$ cat src/rtl/lbs_pkg.sv
package lbs_pkg;

   typedef enum logic [1:0] {
      K_PIN  = 2'd0,   // hold panel reset low
      K_WAIT = 2'd1,   // timed pause, val selects duration
      K_CMD  = 2'd2,   // opcode byte
      K_DAT  = 2'd3    // parameter byte
   } kind_e;

   typedef struct packed {
      kind_e      kind;
      logic [7:0] val;
   } step_t;

   localparam int STEPS = 41;

   // duration selectors carried in val of pause steps
   localparam logic [7:0] SEL_LOW    = 8'd0;
   localparam logic [7:0] SEL_SETTLE = 8'd1;
   localparam logic [7:0] SEL_SOFT   = 8'd2;
   localparam logic [7:0] SEL_WAKE   = 8'd3;

   function automatic longint cycles_for(longint hz, longint amount, longint per_sec);
      longint n;
      n = (hz * amount + per_sec - 1) / per_sec;
      return (n < 1) ? 64'sd1 : n;
   endfunction

   function automatic step_t script_at(int unsigned i);
      case (i)
         0:  return '{K_PIN,  SEL_LOW};
         1:  return '{K_WAIT, SEL_SETTLE};
         2:  return '{K_CMD,  8'h01};
         3:  return '{K_WAIT, SEL_SOFT};
         4:  return '{K_CMD,  8'h11};
         5:  return '{K_WAIT, SEL_WAKE};
         6:  return '{K_CMD,  8'h3A};
         7:  return '{K_DAT,  8'h55};
         8:  return '{K_CMD,  8'h26};
         9:  return '{K_DAT,  8'h02};
         10: return '{K_CMD,  8'h13};
         11: return '{K_CMD,  8'hB6};
         12: return '{K_DAT,  8'hFF};
         13: return '{K_DAT,  8'h06};
         14: return '{K_CMD,  8'hB1};
         15: return '{K_DAT,  8'h08};
         16: return '{K_DAT,  8'h02};
         17: return '{K_CMD,  8'hB4};
         18: return '{K_DAT,  8'h07};
         19: return '{K_CMD,  8'hC0};
         20: return '{K_DAT,  8'h0A};
         21: return '{K_DAT,  8'h02};
         22: return '{K_CMD,  8'hC1};
         23: return '{K_DAT,  8'h02};
         24: return '{K_CMD,  8'hC5};
         25: return '{K_DAT,  8'h50};
         26: return '{K_DAT,  8'h63};
         27: return '{K_CMD,  8'hC7};
         28: return '{K_DAT,  8'h00};
         29: return '{K_CMD,  8'h2A};
         30, 31, 32, 35, 36, 37: return '{K_DAT, 8'h00};
         33, 38: return '{K_DAT, 8'h80};
         34: return '{K_CMD,  8'h2B};
         39: return '{K_CMD,  8'h29};
         40: return '{K_CMD,  8'h2C};
         default: return '{K_CMD, 8'h00};
      endcase
   endfunction

endpackage

$ cat src/rtl/lbs_script.sv
module lbs_script
   import lbs_pkg::*;
#(
   parameter int IDX_W = 6
) (
   input  logic [IDX_W-1:0] idx,
   output step_t            step
);
   initial begin
      a_r4_idx_width: assert ((1 << IDX_W) >= STEPS);
   end

   assign step = script_at(32'(idx));
endmodule

$ cat src/rtl/lbs_timer.sv
module lbs_timer #(
   parameter int W = 8
) (
   input  logic         clk,
   input  logic         rst_n,
   input  logic         load,
   input  logic [W-1:0] load_val,
   output logic         expired
);
   logic [W-1:0] cnt;

   always_ff @(posedge clk) begin
      if (!rst_n)
         cnt <= '0;
      else if (load)
         cnt <= load_val;
      else if (cnt != '0)
         cnt <= cnt - W'(1);
   end

   assign expired = (cnt == '0);

   // a running pause shortens by exactly one each cycle
   a_r3_count_down: assert property (@(posedge clk) disable iff (!rst_n)
      (!load && cnt != '0) |=> (cnt == $past(cnt) - W'(1)));
endmodule

$ cat src/rtl/lcd_boot_seq.sv
module lcd_boot_seq
   import lbs_pkg::*;
#(
   parameter longint CLK_HZ        = 50_000_000,
   parameter longint RESET_LOW_US  = 10,
   parameter longint SETTLE_MS     = 120,
   parameter longint SOFT_RESET_MS = 500,
   parameter longint WAKE_MS       = 5
) (
   input  logic       clk,
   input  logic       rst_n,
   input  logic       start,
   input  logic       tx_ready,
   output logic       tx_valid,
   output logic [7:0] tx_byte,
   output logic       tx_is_data,
   output logic       lcd_rst_n,
   output logic       done
);
   localparam longint N_LOW    = cycles_for(CLK_HZ, RESET_LOW_US, 1_000_000);
   localparam longint N_SETTLE = cycles_for(CLK_HZ, SETTLE_MS, 1_000);
   localparam longint N_SOFT   = cycles_for(CLK_HZ, SOFT_RESET_MS, 1_000);
   localparam longint N_WAKE   = cycles_for(CLK_HZ, WAKE_MS, 1_000);
   localparam longint M_A      = (N_LOW > N_SETTLE) ? N_LOW : N_SETTLE;
   localparam longint M_B      = (N_SOFT > N_WAKE) ? N_SOFT : N_WAKE;
   localparam longint N_MAX    = (M_A > M_B) ? M_A : M_B;
   localparam int     CNT_W    = (N_MAX < 2) ? 1 : $clog2(N_MAX);
   localparam int     IDX_W    = $clog2(STEPS);
   localparam logic [IDX_W-1:0] LAST_IDX = IDX_W'(STEPS - 1);

   initial begin
      a_r3_params: assert (CLK_HZ > 0 && RESET_LOW_US > 0 && SETTLE_MS >= 0
                           && SOFT_RESET_MS >= 0 && WAKE_MS >= 0);
   end

   typedef enum logic [1:0] {S_IDLE, S_RUN, S_FIN} state_e;

   state_e            state;
   logic [IDX_W-1:0]  idx;
   logic [IDX_W-1:0]  rom_idx  [2];
   step_t             rom_step [2];
   logic              expired;
   logic              is_byte;
   logic              advance;
   logic              load;
   logic [CNT_W-1:0]  load_val;

   // slot 0 reads the active step, slot 1 the step that follows
   assign rom_idx[0] = idx;
   assign rom_idx[1] = (state == S_RUN) ? idx + IDX_W'(1) : '0;

   for (genvar g = 0; g < 2; g++) begin : g_rom
      lbs_script #(.IDX_W(IDX_W)) i_script (
         .idx  (rom_idx[g]),
         .step (rom_step[g])
      );
   end

   function automatic logic [CNT_W-1:0] pause_len(step_t s);
      if (s.kind == K_CMD || s.kind == K_DAT) return '0;
      case (s.val)
         SEL_LOW:    return CNT_W'(N_LOW - 1);
         SEL_SETTLE: return CNT_W'(N_SETTLE - 1);
         SEL_SOFT:   return CNT_W'(N_SOFT - 1);
         SEL_WAKE:   return CNT_W'(N_WAKE - 1);
         default:    return '0;
      endcase
   endfunction

   assign is_byte  = (rom_step[0].kind == K_CMD) || (rom_step[0].kind == K_DAT);
   assign advance  = (state == S_RUN) && (is_byte ? tx_ready : expired);
   assign load     = ((state != S_RUN) && start) || (advance && idx != LAST_IDX);
   assign load_val = pause_len(rom_step[1]);

   lbs_timer #(.W(CNT_W)) i_timer (
      .clk      (clk),
      .rst_n    (rst_n),
      .load     (load),
      .load_val (load_val),
      .expired  (expired)
   );

   always_ff @(posedge clk) begin
      if (!rst_n) begin
         state <= S_IDLE;
         idx   <= '0;
      end else begin
         case (state)
            S_RUN:
               if (advance) begin
                  if (idx == LAST_IDX) begin
                     state <= S_FIN;
                     idx   <= '0;
                  end else begin
                     idx <= idx + IDX_W'(1);
                  end
               end
            default:
               if (start) begin
                  state <= S_RUN;
                  idx   <= '0;
               end
         endcase
      end
   end

   assign tx_valid   = (state == S_RUN) && is_byte;
   assign tx_byte    = tx_valid ? rom_step[0].val : 8'h00;
   assign tx_is_data = tx_valid && (rom_step[0].kind == K_DAT);
   assign lcd_rst_n  = !((state == S_RUN) && (rom_step[0].kind == K_PIN));
   assign done       = (state == S_FIN);

   // stalled byte is held unchanged
   a_r5_hold_stall: assert property (@(posedge clk) disable iff (!rst_n)
      (tx_valid && !tx_ready) |=> (tx_valid && $stable(tx_byte) && $stable(tx_is_data)));
   // nothing is offered while the panel sits in reset
   a_r2_quiet_in_reset: assert property (@(posedge clk) disable iff (!rst_n)
      !lcd_rst_n |-> !tx_valid);
   // finished state is quiet
   a_r6_done_quiet: assert property (@(posedge clk) disable iff (!rst_n)
      done |-> (!tx_valid && lcd_rst_n));
   // done only follows an accepted byte
   a_r6_done_after_accept: assert property (@(posedge clk) disable iff (!rst_n)
      $rose(done) |-> $past(tx_valid && tx_ready && tx_byte == 8'h2C));
   // a start while finished clears done and pulls the pin low
   a_r8_restart: assert property (@(posedge clk) disable iff (!rst_n)
      (done && start) |=> (!done && !lcd_rst_n));
endmodule

$ cat config.mk
export PLATFORM = sky130hd
export DESIGN_NAME = lcd_boot_seq
export DESIGN_NICKNAME = d
export VERILOG_FILES = /design/src/rtl/lbs_pkg.sv /design/src/rtl/lbs_script.sv /design/src/rtl/lbs_timer.sv /design/src/rtl/lcd_boot_seq.sv
export SDC_FILE = /design/constraint.sdc
export NUM_CORES = 1
export LEC_CHECK = 0
export BUFFER_PORTS_ARGS = -buffer_cell sky130_fd_sc_hd__buf_2
export CORE_MARGIN = 3
export CORE_UTILIZATION = 50
export CTS_BUF_LIST = sky130_fd_sc_hd__clkbuf_16
export DETAILED_ROUTE_END_ITERATION = 6
export GPL_TIMING_DRIVEN = 0
export PLACE_DENSITY = 0.67
export RECOVER_POWER = 50
export SLEW_MARGIN = 5
export SYNTH_ARGS = -nofsm -noshare
export SYNTH_HDL_FRONTEND = slang
export SYNTH_SLANG_ARGS = --single-unit
$ cat constraint.sdc
create_clock -name clk -period 4.4 [get_ports clk]
set_input_delay 0.22 -clock clk [delete_from_list [all_inputs] [get_ports clk]]
set_output_delay 0.22 -clock clk [all_outputs]
set_load 0.03 [all_outputs]
# [Word-level counts from Yosys, hierarchy flattened]
# Memories as Yosys holds them, arrays and structs flattened. A register that Yosys moved wholly into a read port is not among the register bits.
# Cells that the tools add are included.
[totals] register_bits=33 out_inout_bits=12 rom_bits=1280 mem_count=2
[mem_list] memory="(name not given)" depth=64 word_bits=10 rd=1 rd_ports_with_merged_regs=1 wr=0 line_no="lbs_pkg.sv:30" source="case (i)"
[mem_list] memory="(name not given)" depth=64 word_bits=10 rd=1 rd_ports_with_merged_regs=0 wr=0 line_no="lbs_pkg.sv:30"
[classes] eq_ne=14 add_sub_neg=2 reduce_logical=18 mux=19
[op_table] cell="two-way mux 25 bit" n=4
[op_table] cell="case mux 25 bit (4 select lines)" n=1
[op_table] cell="two-way mux 6 bit" n=7
[op_table] cell="zero test 25 bit" n=1
[op_table] cell="nonzero test 25 bit" n=1
[op_table] cell="subtractor 25 x 1 -> 25 bit, second input constant" n=1
[op_table] cell="== test 8 x 2 -> 1 bit, second input constant" n=2
[op_table] cell="== test 2 bit, second input constant" n=5
[op_table] cell="== test 8 x 1 -> 1 bit, second input constant" n=1
[op_table] cell="zero test 8 bit" n=1
[op_table] cell="two-way mux 2 bit" n=4
[op_table] cell="two-way mux 8 bit" n=1
[op_table] cell="adder 6 x 1 -> 6 bit, second input constant" n=1
[op_table] cell="== test 6 bit, second input constant" n=1
[op_table] cell="logical AND 1 bit" n=6
[op_table] cell="inequality test 6 bit, second input constant" n=1
[op_table] cell="inequality test 2 x 1 -> 1 bit, second input constant" n=2
[op_table] cell="nonzero test 2 bit" n=2
[op_table] cell="logical OR 1 bit" n=3
[op_table] cell="AND reduction 3 bit" n=1
[op_table] cell="== test 2 x 1 -> 1 bit, second input constant" n=1
[op_table] cell="zero test 2 bit" n=1
[op_table] cell="two-way mux 1 bit" n=2
[op_table] cell="inequality test 2 bit, second input constant" n=1
[op_table] cell="2 further kinds" n=2

# [Longest topological paths before layout]
# Gate-level depths: netlist of the first run.
[logic_depth] depth_word=8 depth_mapped=15

# [By module]
# Synthesis of the first run repeated with hierarchy kept, for this count alone.
[hier_totals] hier_cells=450 area_unflattened_um2=3439.5
[by_module_without_submodules] module="lbs_timer" seq_area_each_um2=500.5 area_each_um2=1382.6 cells_each=164 instances=1
[by_module_without_submodules] module="lbs_script at g_rom[0].i_script" seq_area_each_um2=0.0 area_each_um2=711.9 cells_each=97 instances=1
[by_module_without_submodules] module="lcd_boot_seq" seq_area_each_um2=160.2 area_each_um2=686.9 cells_each=94 instances=1
[by_module_without_submodules] module="lbs_script at g_rom[1].i_script" seq_area_each_um2=0.0 area_each_um2=658.1 cells_each=95 instances=1

# [Least setup slack after synthesis of the first run]
# OpenSTA, ideal clock, no wires.
[synth_path] path_kind="flip-flop to flip-flop" startpoint="register state[0]" endpoint="register i_timer.cnt[5]" setup_slack_ns=1.137 path_buffers=3 synth_period_minus_slack_ns=3.263 setup_time_ns=0.074 arrival_ns=3.188 stages_incl_launch_ff=13 path_cell_list="dfxtp_1 nor2b_1 clkbuf_1 clkbuf_1 clkbuf_1 nand2_1 ha_1 a2111oi_0 a21oi_1 a311oi_1 o311ai_1 a21boi_0 a21oi_1"
[synth_via] elab_chain_cells=8 word_cells_on_any_way=20 classes_between="eq/ne: 7; mux: 5; reduce/logical: 7; memory: 1"
[synth_rtl] element="start, declared" line_no="lcd_boot_seq.sv:38" source="state_e state;"
[synth_rtl] element="start signal, assigned" line_no="lcd_boot_seq.sv:85" source="state <= S_IDLE;"
[synth_rtl] element="start signal, assigned" line_no="lcd_boot_seq.sv:92" source="state <= S_FIN;"
[synth_rtl] element="start signal, assigned" line_no="lcd_boot_seq.sv:100" source="state <= S_RUN;"
[synth_rtl] element="branches (longest 8 deep; another with memory (64 x 10 bit))"
[synth_rtl] element="end signal, assigned" line_no="lbs_timer.sv:16" source="cnt <= load_val;"
[synth_rtl] element="end signal, assigned" line_no="lbs_timer.sv:18" source="cnt <= cnt - W'(1);"
[synth_rtl] element="end, declared" line_no="lbs_timer.sv:10" source="logic [W-1:0] cnt;"
# Several ways; the timed one is not identified.
# A chain may end at the register's enable or synchronous reset.

# [Worst setup path after layout of the first run]
# Same ends and word-level chain as after synthesis.

==> results of run 1 <==
## power by group
group	internal (W)	switching, W	leakage, nW
Clock	0.000209	0.000156	0.0674
Sequential	0.000422	0.0000423	0.351
Combinational	0.000117	0.000187	1.01
Total	0.000749	0.000385	1.43
## layer usage
metal	part of all wire	GRT usage	vias up
met5	0	0	-
met4	0.0085	0.05718	0
met3	0.055	0.03690	9
met2	0.45	0.3741	112
met1	0.49	0.3677	1560
li1	-	-	1626
## stage by stage
step	hold WS, ns	power (W)	setup WS, ns	std cells	util
detailed placement	0.5169	0.0007732	0.06119	525	0.5625
global route	0.3163	0.001196	0.04686	533	0.5820
floorplan	0.4054	0.0007008	1.137	435	-
CTS	0.3015	0.001135	0.05689	533	0.5860
finish	0.3034	0.001134	0.3201	533	0.5820
global placement	0.5088	0.0007670	0.07580	525	0.5625
## sequential cells by signal (all words and copies together) (netlist names)
name                 flops
g_rom.i_script.step     10
i_timer.cnt             25
state                    2
idx                      6
## synthesized netlist by cell type, types with 2 or more instances
master | n | share of area
a21oi_1 | 29 | 0.044
or4_1 | 4 | 0.0091
or3_1 | 6 | 0.011
nand3_1 | 17 | 0.026
xnor2_1 | 15 | 0.040
and2_1 | 2 | 0.0038
nor2b_1 | 2 | 0.0038
o22ai_1 | 4 | 0.0076
o21ai_0 | 15 | 0.023
inv_1 | 23 | 0.026
nor3_1 | 13 | 0.020
a2111oi_0 | 4 | 0.011
nand3b_1 | 2 | 0.0045
nand2_2 | 2 | 0.0038
clkbuf_1 | 15 | 0.017
nor2_1 | 46 | 0.052
o21a_1 | 2 | 0.0045
nand2b_1 | 4 | 0.0076
a211oi_1 | 6 | 0.014
o211ai_1 | 3 | 0.0068
a21boi_0 | 4 | 0.0091
dfxtp_1 | 43 | 0.26
o2111ai_1 | 2 | 0.0053
nor3b_1 | 2 | 0.0045
xor2_1 | 13 | 0.035
and3_1 | 10 | 0.019
buf_2 | 3 | 0.0045
o32ai_1 | 2 | 0.0053
nand4_1 | 8 | 0.015
ha_1 | 17 | 0.064
a22oi_1 | 4 | 0.0091
a21o_1 | 5 | 0.011
a31oi_1 | 2 | 0.0038
o31ai_1 | 7 | 0.016
nor4b_1 | 2 | 0.0053
mux2i_1 | 3 | 0.0091
nand4b_1 | 2 | 0.0053
a311oi_1 | 2 | 0.0053
mux2_2 | 2 | 0.0068
nor4_1 | 9 | 0.017
nand2_1 | 51 | 0.058
## worst max-delay path: cells and delay by family, from the launching register on
family                     cells  cell delay [ns]
adders and majority gates      1             0.29
AOI/OAI and AO/OA              6             1.86
buffers and inverters          3             1.13
DFF                            1             0.40
and+or+nand+nor                2             0.33
## layout make-up
cell class / count / area, um^2
clock inverters: 3 / 20.02
inverters: 24 / 90.09
flip-flops and latches: 43 / 860.8
plain buffers: 19 / 76.32
well taps: 75 / 93.84
multi-input cells: 349 / 2262
repair buffers: 15 / 60.06
clock buffers: 5 / 125.1
fillers: 612 / 2577
## final timing paths
check | start | endpoint | cells after the start | slack (ns)
setup / recovery | state[0]$_SDFFE_PN0P_ | i_timer.cnt[5]$_SDFFE_PN0P_ | 12 | 0.32
hold / removal | start | state[0]$_SDFFE_PN0P_ | 2 | 0.30
setup reg to reg | state[0]$_SDFFE_PN0P_ | i_timer.cnt[5]$_SDFFE_PN0P_ | 12 | 0.32
hold reg to reg | i_timer.cnt[23]$_SDFFE_PN0P_ | i_timer.cnt[23]$_SDFFE_PN0P_ | 2 | 0.55
## cell families (layout without fill, tap and decap cells)
family	after synthesis	after routing	synth area share
DFF	43	43	0.2609
muxes	6	6	0.02275
adders and majority gates	17	17	0.06447
buffers and inverters	43	66	0.05119
AOI/OAI and AO/OA	110	110	0.2382
and+or+nand+nor	188	188	0.2882
xor gates and xnor gates	28	28	0.07433
## what timing repair did
item	4_1_cts	5_1_grt
endpoints found under the setup margin	0	10
endpoints found under the hold margin	0	0
resized for setup	0	5
hold buffers	0	0
==> results.yml, run 1 <==
critical_path:
  cpMostUsedCell: "clkbuf_1"
  cp_slowest_cell: "a311oi_2"
  critPathLaunchType: "register"
  worstSetupEndpointType: "register"
  arrival_ns: 4.29
  path_class: "reg -> reg"
  worstPathMaxFanout: 10
  crit_required_ns: 4.62
  slowest_delay_ns: 0.60
  crit_path_cell_trace: "nor2b_1 > clkbuf_1 > clkbuf_1 > clkbuf_1 > nand2_1 > ha_1 > a2111oi_0 > a21oi_1 > a311oi_2 > o311ai_4 > a21boi_0 > a21oi_1"
placed_design:
  port_buffers: 15
  hpwl_um: 6893
  gp_congestion: 0.9052
  dpl-instance-area_um2: 3468
run:
  cap_violations: 0
floorplanning:
  core_area_um2: 6166
  die-area_um2: 7610
  die_x_um: 87.24
  row_count: 28
  pin_count: 16
  initial_utilization: 0.5351
  dieHeight_um: 87.24
route:
  wl_per_cell_um: 17.27
  drtPass1Iterations: 5
  ant_nets: 0
  drc: 0
  dr_total_vias: 3307
  drt_iter0_markers: 278
  wl_um: 9206
  vias_per_cell: 6.205
sta:
  rsz0062_at_grt: "no"
  hold_violations: 0
  slew_violations: 0
  slew_headroom: 0.1391
  period_share: 0.9273
  worstMarginPinSlew_ns: 1.287
  finClkSkew_ns: 0.01140
  finalSetupViolCount: 0
  fmax_mhz: 245.1
  tns_ns: 0
  fin_crit_ns: 4.080
cells_and_area:
  final_cell_mix: "nand2_1, nor2_1, dfxtp_1, clkbuf_1, a21oi_1"
  diodes: 0
  area_growth_pct: 8.760
  final_common_cell: "nand2_1"
  nNetsFinal: 478
  stdcell_area_um2: 3588
  drive_gt1_frac: 0.05459
cts:
  cts-root-buf: "clkbuf_16"
  cts_tree: "built"
  htreeDepth: 2
  cts.clk_slew.worst_paths_ns: 0.07
  clock_latency_ns: 0.29
  cts_setup_buffers: 0
  cts_buffers: 5
  cts.sinks: 43
  cts_buffer_depth: 2
synth:
  syn_area_um2: 3299
  syn_area_per_cell_um2: 7.585
  synthArstFlopShare: 0
  synthCells: 435
  syn_nets: 456
  ys_seq_area_frac: 0.2609
  synth_cell_types: 69
  synth-main-ff-cell: "dfxtp_1"
  yosys_warnings: 0
  synth_edf_count: 0
  ys_seq_elements: 43
global_route:
  grt_usage: 0.2471
  first_global_vias: 2975
  grt_max_degree: 15
  grt_first_pass_wirelength_um: 14930
  grt-ovfl-total: 0
  antenna_found_initial: 0
power_and_ir_drop:
  vdd_drop_max_mv: 0.1685
  leakagePower_nw: 1.432
  powerDensity_nw_per_um2: 316.0
worst_hold_path:
  min_path_type: "in -> reg"
run_status:
  status: "finished clean"
No activity file was read; power rests on OpenSTA's default activity.
==> run 2: changes to the inputs <==
--- a/config.mk
+++ b/config.mk
@@ -12,7 +12,6 @@
 export DETAILED_ROUTE_END_ITERATION = 6
 export GPL_TIMING_DRIVEN = 0
 export PLACE_DENSITY = 0.67
-export RECOVER_POWER = 50
 export SLEW_MARGIN = 5
 export SYNTH_ARGS = -nofsm -noshare
 export SYNTH_HDL_FRONTEND = slang
==> results.yml, run 2 (synthesized netlist as in run 1, its figures left out) <==
cells_and_area:
  area_growth_pct: 10.43
  nNetsFinal: 478
  final_common_cell: "nand2_1"
  final_util: 0.5909
  final_cell_mix: "nand2_1, nor2_1, dfxtp_1, a21oi_1, inv_1"
  largest_register_ffs: 25
  diodes: 0
  largest_register: "i_timer.cnt"
  drive_gt1_frac: 0.09607
  n_fill_cell: 598
critical_path:
  critPathLaunchType: "register"
  rr_startpoint: "state[0]$_SDFFE_PN0P_"
  worstPathMaxFanout: 10
  endpoint: "i_timer.cnt[5]$_SDFFE_PN0P_"
  crit_required_ns: 4.61
  arrival_ns: 4.31
  reg2reg_depth: 12
  r2r_end: "i_timer.cnt[5]$_SDFFE_PN0P_"
  path_class: "reg -> reg"
  reg2reg_setup_slack_ns: 0.30
  worstSetupEndpointType: "register"
  crit_start: "state[0]$_SDFFE_PN0P_"
run:
  cap_violations: 0
floorplanning:
  pin_count: 16
  die_x_um: 87.24
  row_count: 28
  initial_utilization: 0.5351
  die-area_um2: 7610
  core_area_um2: 6166
  dieHeight_um: 87.24
route:
  vias_per_cell: 6.203
  wl_per_cell_um: 17.23
  dr_total_vias: 3306
  wl_um: 9181
  drc: 0
  ant_nets: 0
  drt_iter0_markers: 222
  drtPass1Iterations: 5
sta:
  hold_violations: 0
  period_share: 0.9315
  tns_ns: 0
  slew_violations: 0
  rsz0062_at_grt: "no"
  fin_crit_ns: 4.098
  worstMarginPinSlew_ns: 1.024
  timing.hold.ws_ns: 0.3077
  slew_headroom: 0.3109
  finClkSkew_ns: 0.01121
  finalWorstSetupSlack_ns: 0.3016
  finalSetupViolCount: 0
  fmax_mhz: 244.0
run_status:
  status: "finished clean"
cts:
  cts_resized: 0
  htreeDepth: 2
  cts.clk_slew.worst_paths_ns: 0.06
  clock_latency_ns: 0.29
  cts.sinks: 43
  cts_setup_buffers: 0
  cts-root-buf: "clkbuf_16"
  cts_buffer_depth: 2
  cts_tree: "built"
  ctsHoldBuffers: 0
  cts_buffers: 5
global_route:
  grt_first_pass_wirelength_um: 14930
  grt-ovfl-total: 0
  grt_max_degree: 15
  grt_usage: 0.2471
  first_global_vias: 2975
  antenna_found_initial: 0
power_and_ir_drop:
  power_w: 0.001139
  powerDensity_nw_per_um2: 312.6
  leakagePower_nw: 1.501
  vdd_drop_max_mv: 0.1689
worst_hold_path:
  min_path_type: "in -> reg"
placed_design:
  gp_congestion: 0.9052
  port_buffers: 15
  hpwl_um: 6893
  place_ws_ns: 0.06119
## run 2: where the power goes
part           total [W]  internal [W]  switching, W
registers       0.000465      0.000422     0.0000426
clock network   0.000363      0.000209      0.000154
logic           0.000311      0.000120      0.000191
total            0.00114      0.000751      0.000388
## run 2: critical path, cell delays in order (launching register included)
cell and delay (ns):
dfxtp_1 0.41, nor2b_1 0.15, clkbuf_1 0.37, clkbuf_1 0.44
clkbuf_1 0.34, nand2_1 0.18, ha_1 0.29, a2111oi_0 0.39
a21oi_1 0.12, a311oi_2 0.61, o311ai_4 0.29, a21boi_0 0.25
a21oi_1 0.20
## run 2: routing by layer
layer	GRT usage	up-vias	wire, um	part of all wire
met3	0.03690	9	580	0.063
li1	-	1626	-	-
met1	0.3677	1551	4466	0.49
met5	0	-	0	0
met2	0.3741	120	4052	0.44
met4	0.05718	0	81	0.0088
## run 2: stage by stage
stage               instance area (um^2)  instances
floorplan                           3299        435
global placement                    3468        525
detailed placement                  3468        525
CTS                                 3613        533
global route                        3643        533
finish                              3643        533
## run 2: worst min-delay path by stage
stage,from,to,cells after the start
after global placement,i_timer.cnt[23]$_SDFFE_PN0P_,i_timer.cnt[23]$_SDFFE_PN0P_,2
after global routing,start,state[0]$_SDFFE_PN0P_,2
final,start,state[0]$_SDFFE_PN0P_,2
after detailed placement,i_timer.cnt[23]$_SDFFE_PN0P_,i_timer.cnt[23]$_SDFFE_PN0P_,2
after CTS,start,state[0]$_SDFFE_PN0P_,2
after floorplan,start,state[0]$_SDFFE_PN0P_,1
## run 2: area by class of cell
class / instances / area, um^2 / share of cell area
multi-input combinational: 349 / 2300 / 0.6312
sequential: 43 / 860.8 / 0.2363
clock buffer: 5 / 125.1 / 0.03434
tap: 75 / 93.84 / 0.02576
inverter: 24 / 90.09 / 0.02473
buffer: 19 / 78.83 / 0.02163
timing repair buffer: 15 / 75.07 / 0.02060
clock inverter: 3 / 20.02 / 0.005495
